**src/rtl/fpc_pkg.sv**
```systemverilog
package fpc_pkg;

    typedef enum logic [2:0] {
        ST_IDLE,
        ST_READ_A,
        ST_READ_B,
        ST_JUDGE,
        ST_CONFIRM_A,
        ST_CONFIRM_B,
        ST_VERDICT,
        ST_DONE
    } fpc_state_e;

    typedef enum logic {
        POLL_DATA   = 1'b0,
        POLL_TOGGLE = 1'b1
    } fpc_mode_e;

endpackage

```
**src/rtl/fpc_read_counter.sv**
```systemverilog
module fpc_read_counter #(
    parameter int unsigned CNT_W = 16
) (
    input  logic             clk,
    input  logic             rst_n,
    input  logic             clear_i,
    input  logic             bump_i,
    input  logic [CNT_W-1:0] limit_i,
    output logic             limit_hit_o
);
    localparam logic [CNT_W-1:0] CNT_MAX = {CNT_W{1'b1}};

    logic [CNT_W-1:0] count_q;

    always_ff @(posedge clk or negedge rst_n) begin
        if (!rst_n) begin
            count_q <= '0;
        end else if (clear_i) begin
            count_q <= '0;
        end else if (bump_i && (count_q != CNT_MAX)) begin
            count_q <= count_q + 1'b1;
        end
    end

    assign limit_hit_o = (count_q >= limit_i);

endmodule

```
**src/rtl/fpc_status_eval.sv**
```systemverilog
module fpc_status_eval #(
    parameter int unsigned DW         = 8,
    parameter int unsigned POLL_BIT   = 7,
    parameter int unsigned TOGGLE_BIT = 6,
    parameter int unsigned ERR_BIT    = 5
) (
    input  fpc_pkg::fpc_mode_e mode_i,
    input  logic               expect_i,
    input  logic [DW-1:0]      first_i,
    input  logic [DW-1:0]      second_i,
    output logic               settled_o,
    output logic               err_o
);
    import fpc_pkg::*;

    always_comb begin
        unique case (mode_i)
            POLL_DATA: begin
                settled_o = (first_i[POLL_BIT] == expect_i);
                err_o     = first_i[ERR_BIT];
            end
            POLL_TOGGLE: begin
                settled_o = (first_i[TOGGLE_BIT] == second_i[TOGGLE_BIT]);
                err_o     = second_i[ERR_BIT];
            end
            default: begin
                settled_o = 1'b0;
                err_o     = 1'b0;
            end
        endcase
    end

endmodule

```
**src/rtl/flash_poll_ctrl.sv**
```systemverilog
module flash_poll_ctrl #(
    parameter int unsigned DW         = 8,
    parameter int unsigned CNT_W      = 16,
    parameter int unsigned POLL_BIT   = 7,
    parameter int unsigned TOGGLE_BIT = 6,
    parameter int unsigned ERR_BIT    = 5
) (
    input  logic             clk,
    input  logic             rst_n,
    input  logic             start_i,
    input  logic             mode_i,
    input  logic             expect_i,
    input  logic [CNT_W-1:0] max_polls_i,
    output logic             rd_req_o,
    input  logic             rd_ack_i,
    input  logic [DW-1:0]    rd_data_i,
    output logic             done_o,
    output logic             pass_o,
    output logic             fail_o,
    output logic             timeout_o
);
    import fpc_pkg::*;

    fpc_state_e       state_q, state_d;
    fpc_mode_e        mode_q;
    logic             expect_q;
    logic [CNT_W-1:0] limit_q;
    logic [DW-1:0]    first_q, second_q;
    logic             pass_q, fail_q, tmo_q;
    logic             start_take, rd_fire, settled, err_seen, limit_hit;

    assign start_take = (state_q == ST_IDLE) && start_i;
    assign rd_fire    = rd_req_o && rd_ack_i;

    fpc_read_counter #(.CNT_W(CNT_W)) cnt_i (
        .clk         (clk),
        .rst_n       (rst_n),
        .clear_i     (start_take),
        .bump_i      (rd_fire),
        .limit_i     (limit_q),
        .limit_hit_o (limit_hit)
    );

    fpc_status_eval #(
        .DW(DW), .POLL_BIT(POLL_BIT), .TOGGLE_BIT(TOGGLE_BIT), .ERR_BIT(ERR_BIT)
    ) eval_i (
        .mode_i    (mode_q),
        .expect_i  (expect_q),
        .first_i   (first_q),
        .second_i  (second_q),
        .settled_o (settled),
        .err_o     (err_seen)
    );

    // state register
    always_ff @(posedge clk or negedge rst_n) begin
        if (!rst_n) state_q <= ST_IDLE;
        else        state_q <= state_d;
    end

    // next-state logic
    always_comb begin
        state_d = state_q;
        unique case (state_q)
            ST_IDLE:      if (start_i) state_d = ST_READ_A;
            ST_READ_A:    if (rd_ack_i)
                              state_d = (mode_q == POLL_TOGGLE) ? ST_READ_B : ST_JUDGE;
            ST_READ_B:    if (rd_ack_i) state_d = ST_JUDGE;
            ST_JUDGE: begin
                if (settled)        state_d = ST_DONE;
                else if (err_seen)  state_d = ST_CONFIRM_A;
                else if (limit_hit) state_d = ST_DONE;
                else                state_d = ST_READ_A;
            end
            ST_CONFIRM_A: if (rd_ack_i)
                              state_d = (mode_q == POLL_TOGGLE) ? ST_CONFIRM_B : ST_VERDICT;
            ST_CONFIRM_B: if (rd_ack_i) state_d = ST_VERDICT;
            ST_VERDICT:   state_d = ST_DONE;
            ST_DONE:      state_d = ST_IDLE;
            default:      state_d = ST_IDLE;
        endcase
    end

    // run parameters and captured status bytes
    always_ff @(posedge clk or negedge rst_n) begin
        if (!rst_n) begin
            mode_q   <= POLL_DATA;
            expect_q <= 1'b0;
            limit_q  <= '0;
            first_q  <= '0;
            second_q <= '0;
        end else begin
            if (start_take) begin
                mode_q   <= fpc_mode_e'(mode_i);
                expect_q <= expect_i;
                limit_q  <= max_polls_i;
            end
            if (rd_fire) begin
                if ((state_q == ST_READ_A) || (state_q == ST_CONFIRM_A))
                    first_q <= rd_data_i;
                else
                    second_q <= rd_data_i;
            end
        end
    end

    // result registers
    always_ff @(posedge clk or negedge rst_n) begin
        if (!rst_n) begin
            pass_q <= 1'b0;
            fail_q <= 1'b0;
            tmo_q  <= 1'b0;
        end else if (start_take) begin
            pass_q <= 1'b0;
            fail_q <= 1'b0;
            tmo_q  <= 1'b0;
        end else if (state_q == ST_JUDGE) begin
            if (settled) begin
                pass_q <= 1'b1;
            end else if (!err_seen && limit_hit) begin
                fail_q <= 1'b1;
                tmo_q  <= 1'b1;
            end
        end else if (state_q == ST_VERDICT) begin
            pass_q <= settled;
            fail_q <= !settled;
        end
    end

    // outputs
    always_comb begin
        rd_req_o  = (state_q == ST_READ_A) || (state_q == ST_READ_B) ||
                    (state_q == ST_CONFIRM_A) || (state_q == ST_CONFIRM_B);
        done_o    = (state_q == ST_DONE);
        pass_o    = pass_q;
        fail_o    = fail_q;
        timeout_o = tmo_q;
    end

endmodule

```
**config.mk**
```make
export PLATFORM = sky130hd
export DESIGN_NAME = flash_poll_ctrl
export DESIGN_NICKNAME = d
export VERILOG_FILES = /design/src/rtl/fpc_pkg.sv /design/src/rtl/fpc_read_counter.sv /design/src/rtl/fpc_status_eval.sv /design/src/rtl/flash_poll_ctrl.sv
export SDC_FILE = /design/constraint.sdc
export NUM_CORES = 1
export LEC_CHECK = 0
export BUFFER_PORTS_ARGS = -buffer_cell sky130_fd_sc_hd__clkbuf_2
export CORE_MARGIN = 3
export CORE_UTILIZATION = 60
export DETAILED_ROUTE_END_ITERATION = 10
export GPL_ROUTABILITY_DRIVEN = 0
export PLACE_DENSITY = 0.85
export SLEW_MARGIN = 10
export SYNTH_ARGS = -nofsm -noshare
export SYNTH_HDL_FRONTEND = slang
export SYNTH_SLANG_ARGS = --single-unit
```
**constraint.sdc**
```tcl
create_clock -name clk -period 3.7 [get_ports clk]
set_clock_uncertainty 0.15 [all_clocks]
set_input_delay 0.555 -clock clk [delete_from_list [all_inputs] [get_ports clk]]
set_output_delay 0.555 -clock clk [all_outputs]
set_load 0.05 [all_outputs]
```
==> metrics.cfg, run 1 <==
[synth]
ys_seq_elements = 45
syn-cell-area_sq_um = 2600
yosysWarnings = 0
ys_types = 35
ys_seq_area_frac = 0.4331
synth_nets = 340
syn_area_per_cell_sq_um = 8.874
netlist_instances = 293

[grt]
busiest_layer = met2
grt_usage = 0.2153
grt_pass1_vias = 2006
grt_max_degree = 44
grtUsageMet1 = 0.2965
grt_antenna_before_repair = 0
met2_usage = 0.3490
grt_overflow_total = 0
use_met3 = 0.04208
grt_pass1_wl_mm = 8.825

[critical_path]
cp.arrival_ns = 2.65
end_kind = register
required_ns = 3.74
reg2reg_from = state_q[2]
crit_fanout = 21
criticalPathCategory = register to register
r2r_cells = 5
worstSetupStartpointType = register
r2r_slack_ns = 1.09
r2r-end = cnt_i.count_q[11]

[detailed_routing]
postRouteWirelength_mm = 5.079
drt-initial-drc-count = 148
num_vias = 2114
final_antenna_net_count = 0
drt-vias-per-instance = 5.714
drc_errors = 0
drtPass1Iterations = 4
wl_per_cell_um = 13.73

[clock_tree]
cts_buffers = 5
cts_resized = 0
clk_pin_slew_worst_paths_ns = 0.09
cts_setup_buffers = 0
cts_tree = yes
postCtsHoldBufs = 0
htreeDepth = 2
cts_max_path_buffers = 2
cts.sinks = 45
cts_root_buffer = clkbuf_8
insertion_delay_ns = 0.30

[floorplanning]
core_area_sq_um = 4086
dieArea_sq_um = 5159
dieHeight_um = 71.83
start_util = 0.6363
die_w_um = 71.83
pin_count = 35
rows = 23

[layout]
fin_area_sq_um = 2914
instances_no_fill = 370
drive_above_1_share = 0.1563
nets = 366
num-fill-cells = 299
area_growth_pct = 12.08
fin_util = 0.7131
n_antenna_cell = 0

[outcome]
status = finished, final reports clean

[place]
dp_cells = 362
postPlaceCellArea_sq_um = 2780
io_buffers = 29
place_worst_setup_slack_ns = 1.104
hpwl_mm = 3.781

[sta]
worst_pin_slew_ns = 0.8224
timing.fmax_ghz = 0.3834
rsz0062_at_grt = no
layout_min_cycle_time_ns = 2.608
finalSetupViolCount = 0
hold_ws_ns = 0.1516
layout_setup_ws_ns = 1.092
maxSlewViolCount = 0
finalCritPeriodShare = 0.7048
slew-limit-headroom = 0.4484
fin_setup_tns_ns = 0
hold_viol_final = 0

[power_and_ir_drop]
vdd_drop_max_mv = 0.5215
p_leak_nw = 1.392
power_mw = 2.180
p_switching_uw = 889.1
power_density_nw_per_um2 = 748.1
internal_power_mw = 1.291
p_seq_frac = 0.394
share_comb_of_total_power = 0.406
swShare = 0.4078
clockPowerShare = 0.200

[worst_hold_path]
hold_class = primary input to async pin

[job]
drv_cap = 0

cell usage after synthesis:
| master | count | area share |
|---|---|---|
| nand2_1 | 47 | 0.068 |
| dfrtp_1 | 45 | 0.43 |
| o21ai_0 | 30 | 0.058 |
| inv_1 | 21 | 0.030 |
| nor2_1 | 20 | 0.029 |
| a21oi_1 | 17 | 0.033 |
| ha_1 | 17 | 0.082 |
| clkbuf_1 | 12 | 0.017 |
| nand3_1 | 9 | 0.017 |
| xnor2_1 | 8 | 0.027 |
| a211oi_1 | 6 | 0.017 |
| nand4_1 | 6 | 0.014 |
| mux2i_1 | 5 | 0.019 |
| o22ai_1 | 5 | 0.012 |
| and3_1 | 4 | 0.0096 |
| mux2_2 | 4 | 0.017 |
| nor3_1 | 4 | 0.0077 |
| o41ai_1 | 4 | 0.013 |
| a2111oi_0 | 3 | 0.010 |
| a31o_2 | 3 | 0.010 |
| nor2b_1 | 3 | 0.0072 |
| or3_1 | 3 | 0.0072 |
| and2_1 | 2 | 0.0048 |
| nand2b_1 | 2 | 0.0048 |
| nor4b_1 | 2 | 0.0067 |
| o21a_1 | 2 | 0.0058 |
| a22oi_1 | 1 | 0.0029 |
| a311o_1 | 1 | 0.0039 |
| nand4_4 | 1 | 0.0082 |
| nor3_4 | 1 | 0.0063 |
| nor3b_1 | 1 | 0.0029 |
| o211ai_1 | 1 | 0.0029 |
| o31ai_1 | 1 | 0.0029 |
| or4_1 | 1 | 0.0029 |
| or4b_4 | 1 | 0.0053 |
registers in the layout, summed over array words and instances, names as in the netlist:
name,count
timeout_o,1
state_q,3
first_q,3
fail_o,1
expect_q,1
cnt_i.count_q,16
second_q,2
limit_q,16
pass_o,1
mode_q,1
final cells by class:
| class | count | area, sq um | share of cell area |
|---|---|---|---|
| clock buffers | 5 | 68.82 | 0.02362 |
| clock inverters | 3 | 65.06 | 0.02233 |
| inverters | 21 | 78.83 | 0.02705 |
| multi-input cells | 215 | 1353 | 0.4641 |
| flip-flops and latches | 45 | 1126 | 0.3864 |
| well taps | 50 | 62.56 | 0.02147 |
| repair buffers | 31 | 160.2 | 0.05496 |
critical path: stages (launching register included):
cell and delay (ns):
dfrtp_1 0.62, o21ai_0 0.34, nand3_1 0.23, a211oi_1 0.75, a211oi_1 0.17, a31o_2 0.25
per-layer routing:
| layer | routed length (um) | part of all wire |
|---|---|---|
| met1 | 2383 | 0.47 |
| met2 | 2441 | 0.48 |
| met3 | 243 | 0.048 |
| met4 | 11 | 0.0022 |
| met5 | 0 | 0 |
cells in the final DEF (no fill, tap or decap), types with 2 or more instances in the layout:
master,Yosys,layout
a2111oi_0,3,3
a211oi_1,6,6
a21oi_1,17,17
a31o_2,3,3
and2_1,2,2
and3_1,4,4
buf_4,0,2
bufinv_16,0,2
clkbuf_2,0,29
clkbuf_8,0,5
dfrtp_1,45,45
ha_1,17,17
inv_1,21,21
mux2_2,4,4
mux2i_1,5,5
nand2_1,47,47
nand2b_1,2,2
nand3_1,9,9
nand4_1,6,6
nor2_1,20,19
nor2b_1,3,3
nor3_1,4,4
nor4b_1,2,2
o21a_1,2,2
o21ai_0,30,30
o22ai_1,5,5
o41ai_1,4,4
or3_1,3,3
xnor2_1,8,8
power by group through the flow:
stage,Sequential (mW),Combinational [mW],Clock (mW)
5_1_grt,0.887,1.01,0.464
2_1_floorplan,0.815,0.713,0
3_5_place_dp,0.866,0.879,0
6_report,0.858,0.885,0.437
3_3_place_gp,0.855,0.846,0
4_1_cts,0.854,0.888,0.445
worst max-delay path by stage:
stage / startpoint / to / slack [ns] / cells after the start
2_1_floorplan: cnt_i.count_q[0] / cnt_i.count_q[13] / 1.40 / 7
3_3_place_gp: state_q[2] / cnt_i.count_q[11] / 1.22 / 5
3_5_place_dp: state_q[2] / cnt_i.count_q[11] / 1.10 / 5
4_1_cts: state_q[2] / cnt_i.count_q[11] / 1.12 / 5
5_1_grt: state_q[2] / cnt_i.count_q[9] / 0.82 / 5
6_report: state_q[2] / cnt_i.count_q[11] / 1.09 / 5
kinds of logic after synthesis:
kind of cell	Yosys count	synth area share
adder cells (fa/ha/maj)	17	0.08181
AND/OR/NAND/NOR	107	0.2021
AO/OA/AOI/OAI	74	0.1718
XOR/XNOR	8	0.02695
multiplexers	9	0.03657
flip-flops	45	0.4331
buffers and inverters	33	0.04764
No activity file was read; power rests on OpenSTA's default activity.
==> inputs of run 2 (changes only) <==
CORE_UTILIZATION = 57   (was 60)
PLACE_DENSITY = 0.81   (was 0.85)
clock period = 2.6 ns   (was 3.7 ns; I/O delays follow)
==> run 2 against run 1 <==
  * Power up 41%
  * Sequential power up 33%
  * Non-clock buffer count up 9
  * Routed wire length up 4.3%
  * Worst setup slack worse by 0.82 ns
  * Via count up 0.95%
  * Clock-buffer cell count up 2
  * Global-route usage up 0.32 points
  * Flip-flop and latch count unchanged
  * Die area up 4.8%
  * Clock power up 25%
  * Critical endpoint is now state_q[2]
  * Largest cell class unchanged
==> metrics.cfg, run 2 (synthesized netlist as in run 1, its figures left out) <==
[detailed_routing]
drt-initial-drc-count = 87
final_antenna_net_count = 0
num_vias = 2134
postRouteWirelength_mm = 5.298
drtPass1Iterations = 4
drt-vias-per-instance = 5.631
drc_errors = 0
wl_per_cell_um = 13.98

[power_and_ir_drop]
p_leak_nw = 1.427
p_seq_frac = 0.369
clockPowerShare = 0.177
power_mw = 3.083
share_comb_of_total_power = 0.454
power_density_nw_per_um2 = 1037
internal_power_mw = 1.812
swShare = 0.4121
p_switching_mw = 1.270
vdd_drop_max_mv = 0.6830

[layout]
fin_util = 0.7076
instances_no_fill = 379
final_common_cell = nand2_1
nets = 375
most-common-layout-cells = nand2_1, dfrtp_1, o21ai_0
top_regs = cnt_i.count_q: 16 flops, limit_q: 16 flops
fin_area_sq_um = 2973
drive_above_1_share = 0.1763
n_antenna_cell = 0
area_growth_pct = 14.34

[grt]
grt_usage = 0.2186
grt_max_degree = 29
grt_antenna_before_repair = 0
grt_pass1_wl_mm = 9.080
grt_pass1_vias = 2069
grt_overflow_total = 0

[critical_path]
required_ns = 2.63
max_stage_delay_ns = 0.56
end_kind = register
cp.arrival_ns = 2.35
cp_slowest_cell = a2111oi_0
worstSetupStartpointType = register
crit_fanout = 4
crit_chain = inv_1 > ha_1 > nand2b_1 > a2111oi_0 > nor4b_2 > o41ai_1 > nand2_1
criticalPathCategory = register to register

[sta]
layout_min_cycle_time_ns = 2.327
hold_viol_final = 0
slew-limit-headroom = 0.5871
hold_ws_ns = 0.1294
worst_pin_slew_ns = 0.6193
fin_setup_tns_ns = 0
rsz0062_at_grt = no
maxSlewViolCount = 0
layout_setup_ws_ns = 0.2728
finalCritPeriodShare = 0.8951
finalSetupViolCount = 0
timing.fmax_ghz = 0.4297

[floorplanning]
dieHeight_um = 73.54
pin_count = 35
start_util = 0.6188
core_area_sq_um = 4202
rows = 23
dieArea_sq_um = 5408
die_w_um = 73.54

[place]
postPlaceCellArea_sq_um = 2840
io_buffers = 29
hpwl_mm = 4.068
dp_cells = 370
place_worst_setup_slack_ns = 0.2175

[outcome]
status = finished, final reports clean

[clock_tree]
cts.sinks = 45
cts_root_buffer = clkbuf_8
cts_tree = yes
htreeDepth = 2
cts_max_path_buffers = 2
clk_pin_slew_worst_paths_ns = 0.08
cts_buffers = 5
cts_setup_buffers = 0
insertion_delay_ns = 0.30

[job]
drv_cap = 0

[worst_hold_path]
hold_class = primary input to register

[run 2: cell types whose count changed in the layout (fill, tap and decap cells not counted)]
cell           delta
nor4b_2           +1
clkinv_2          -1
buf_4             +8
clkbuf_1          +1
dlygate4sd3_1     +1
nor4b_1           -1
bufinv_16         -1
clkbuf_8          +1
[run 2: area by class of cell]
class,count,area (sq um)
sequential,45,1126
clock buffer,7,86.33
timing repair buffer,40,230.2
inverter,21,78.83
fill,340,1229
tap,50,62.56
multi-input combinational,215,1359
clock inverter,1,30.03
[run 2: path summary, 6_finish.rpt]
path                             startpoint         end  slack (ns)  depth (start not counted)
min in group asynchronous             rst_n  limit_q[1]        0.48                          2
hold / removal               max_polls_i[0]  limit_q[0]        0.13                          3
hold reg to reg                  limit_q[0]  limit_q[0]        0.34                          2
setup reg to reg           cnt_i.count_q[0]  state_q[2]        0.27                          7
max in group asynchronous             rst_n   timeout_o        1.22                          3
setup / recovery           cnt_i.count_q[0]  state_q[2]        0.27                          7
[run 2: worst max-delay path, delay by kind of cell, from the launching register on]
kind	cells	cell delay, ns
compound gates	2	0.92
simple gates	3	0.40
flops	1	0.39
fa+ha+maj	1	0.28
buf+inv	1	0.07
[run 2: layer usage]
metal  GRT usage  routed length [um]
met1      0.2695                2473
met4     0.08249                 102
met5           0                   0
met3     0.04788                 191
met2      0.3720                2532
[run 2: repair_timing]
| action | 4_1_cts | 5_1_grt |
|---|---|---|
| hold buffers | 1 | 0 |
| endpoints found under the setup margin | 0 | 1 |
| gates resized for setup | 0 | 1 |
| endpoints found under the hold margin | 22 | 0 |
[run 2: power by group through the flow]
stage                     Combinational, mW  Clock [mW]  Sequential, mW
after floorplan                        1.01           0            1.16
after global placement                 1.33           0            1.14
after detailed placement               1.39           0            1.15
after CTS                              1.40       0.563            1.14
after global routing                   1.59       0.585            1.17
final                                  1.40       0.546            1.14
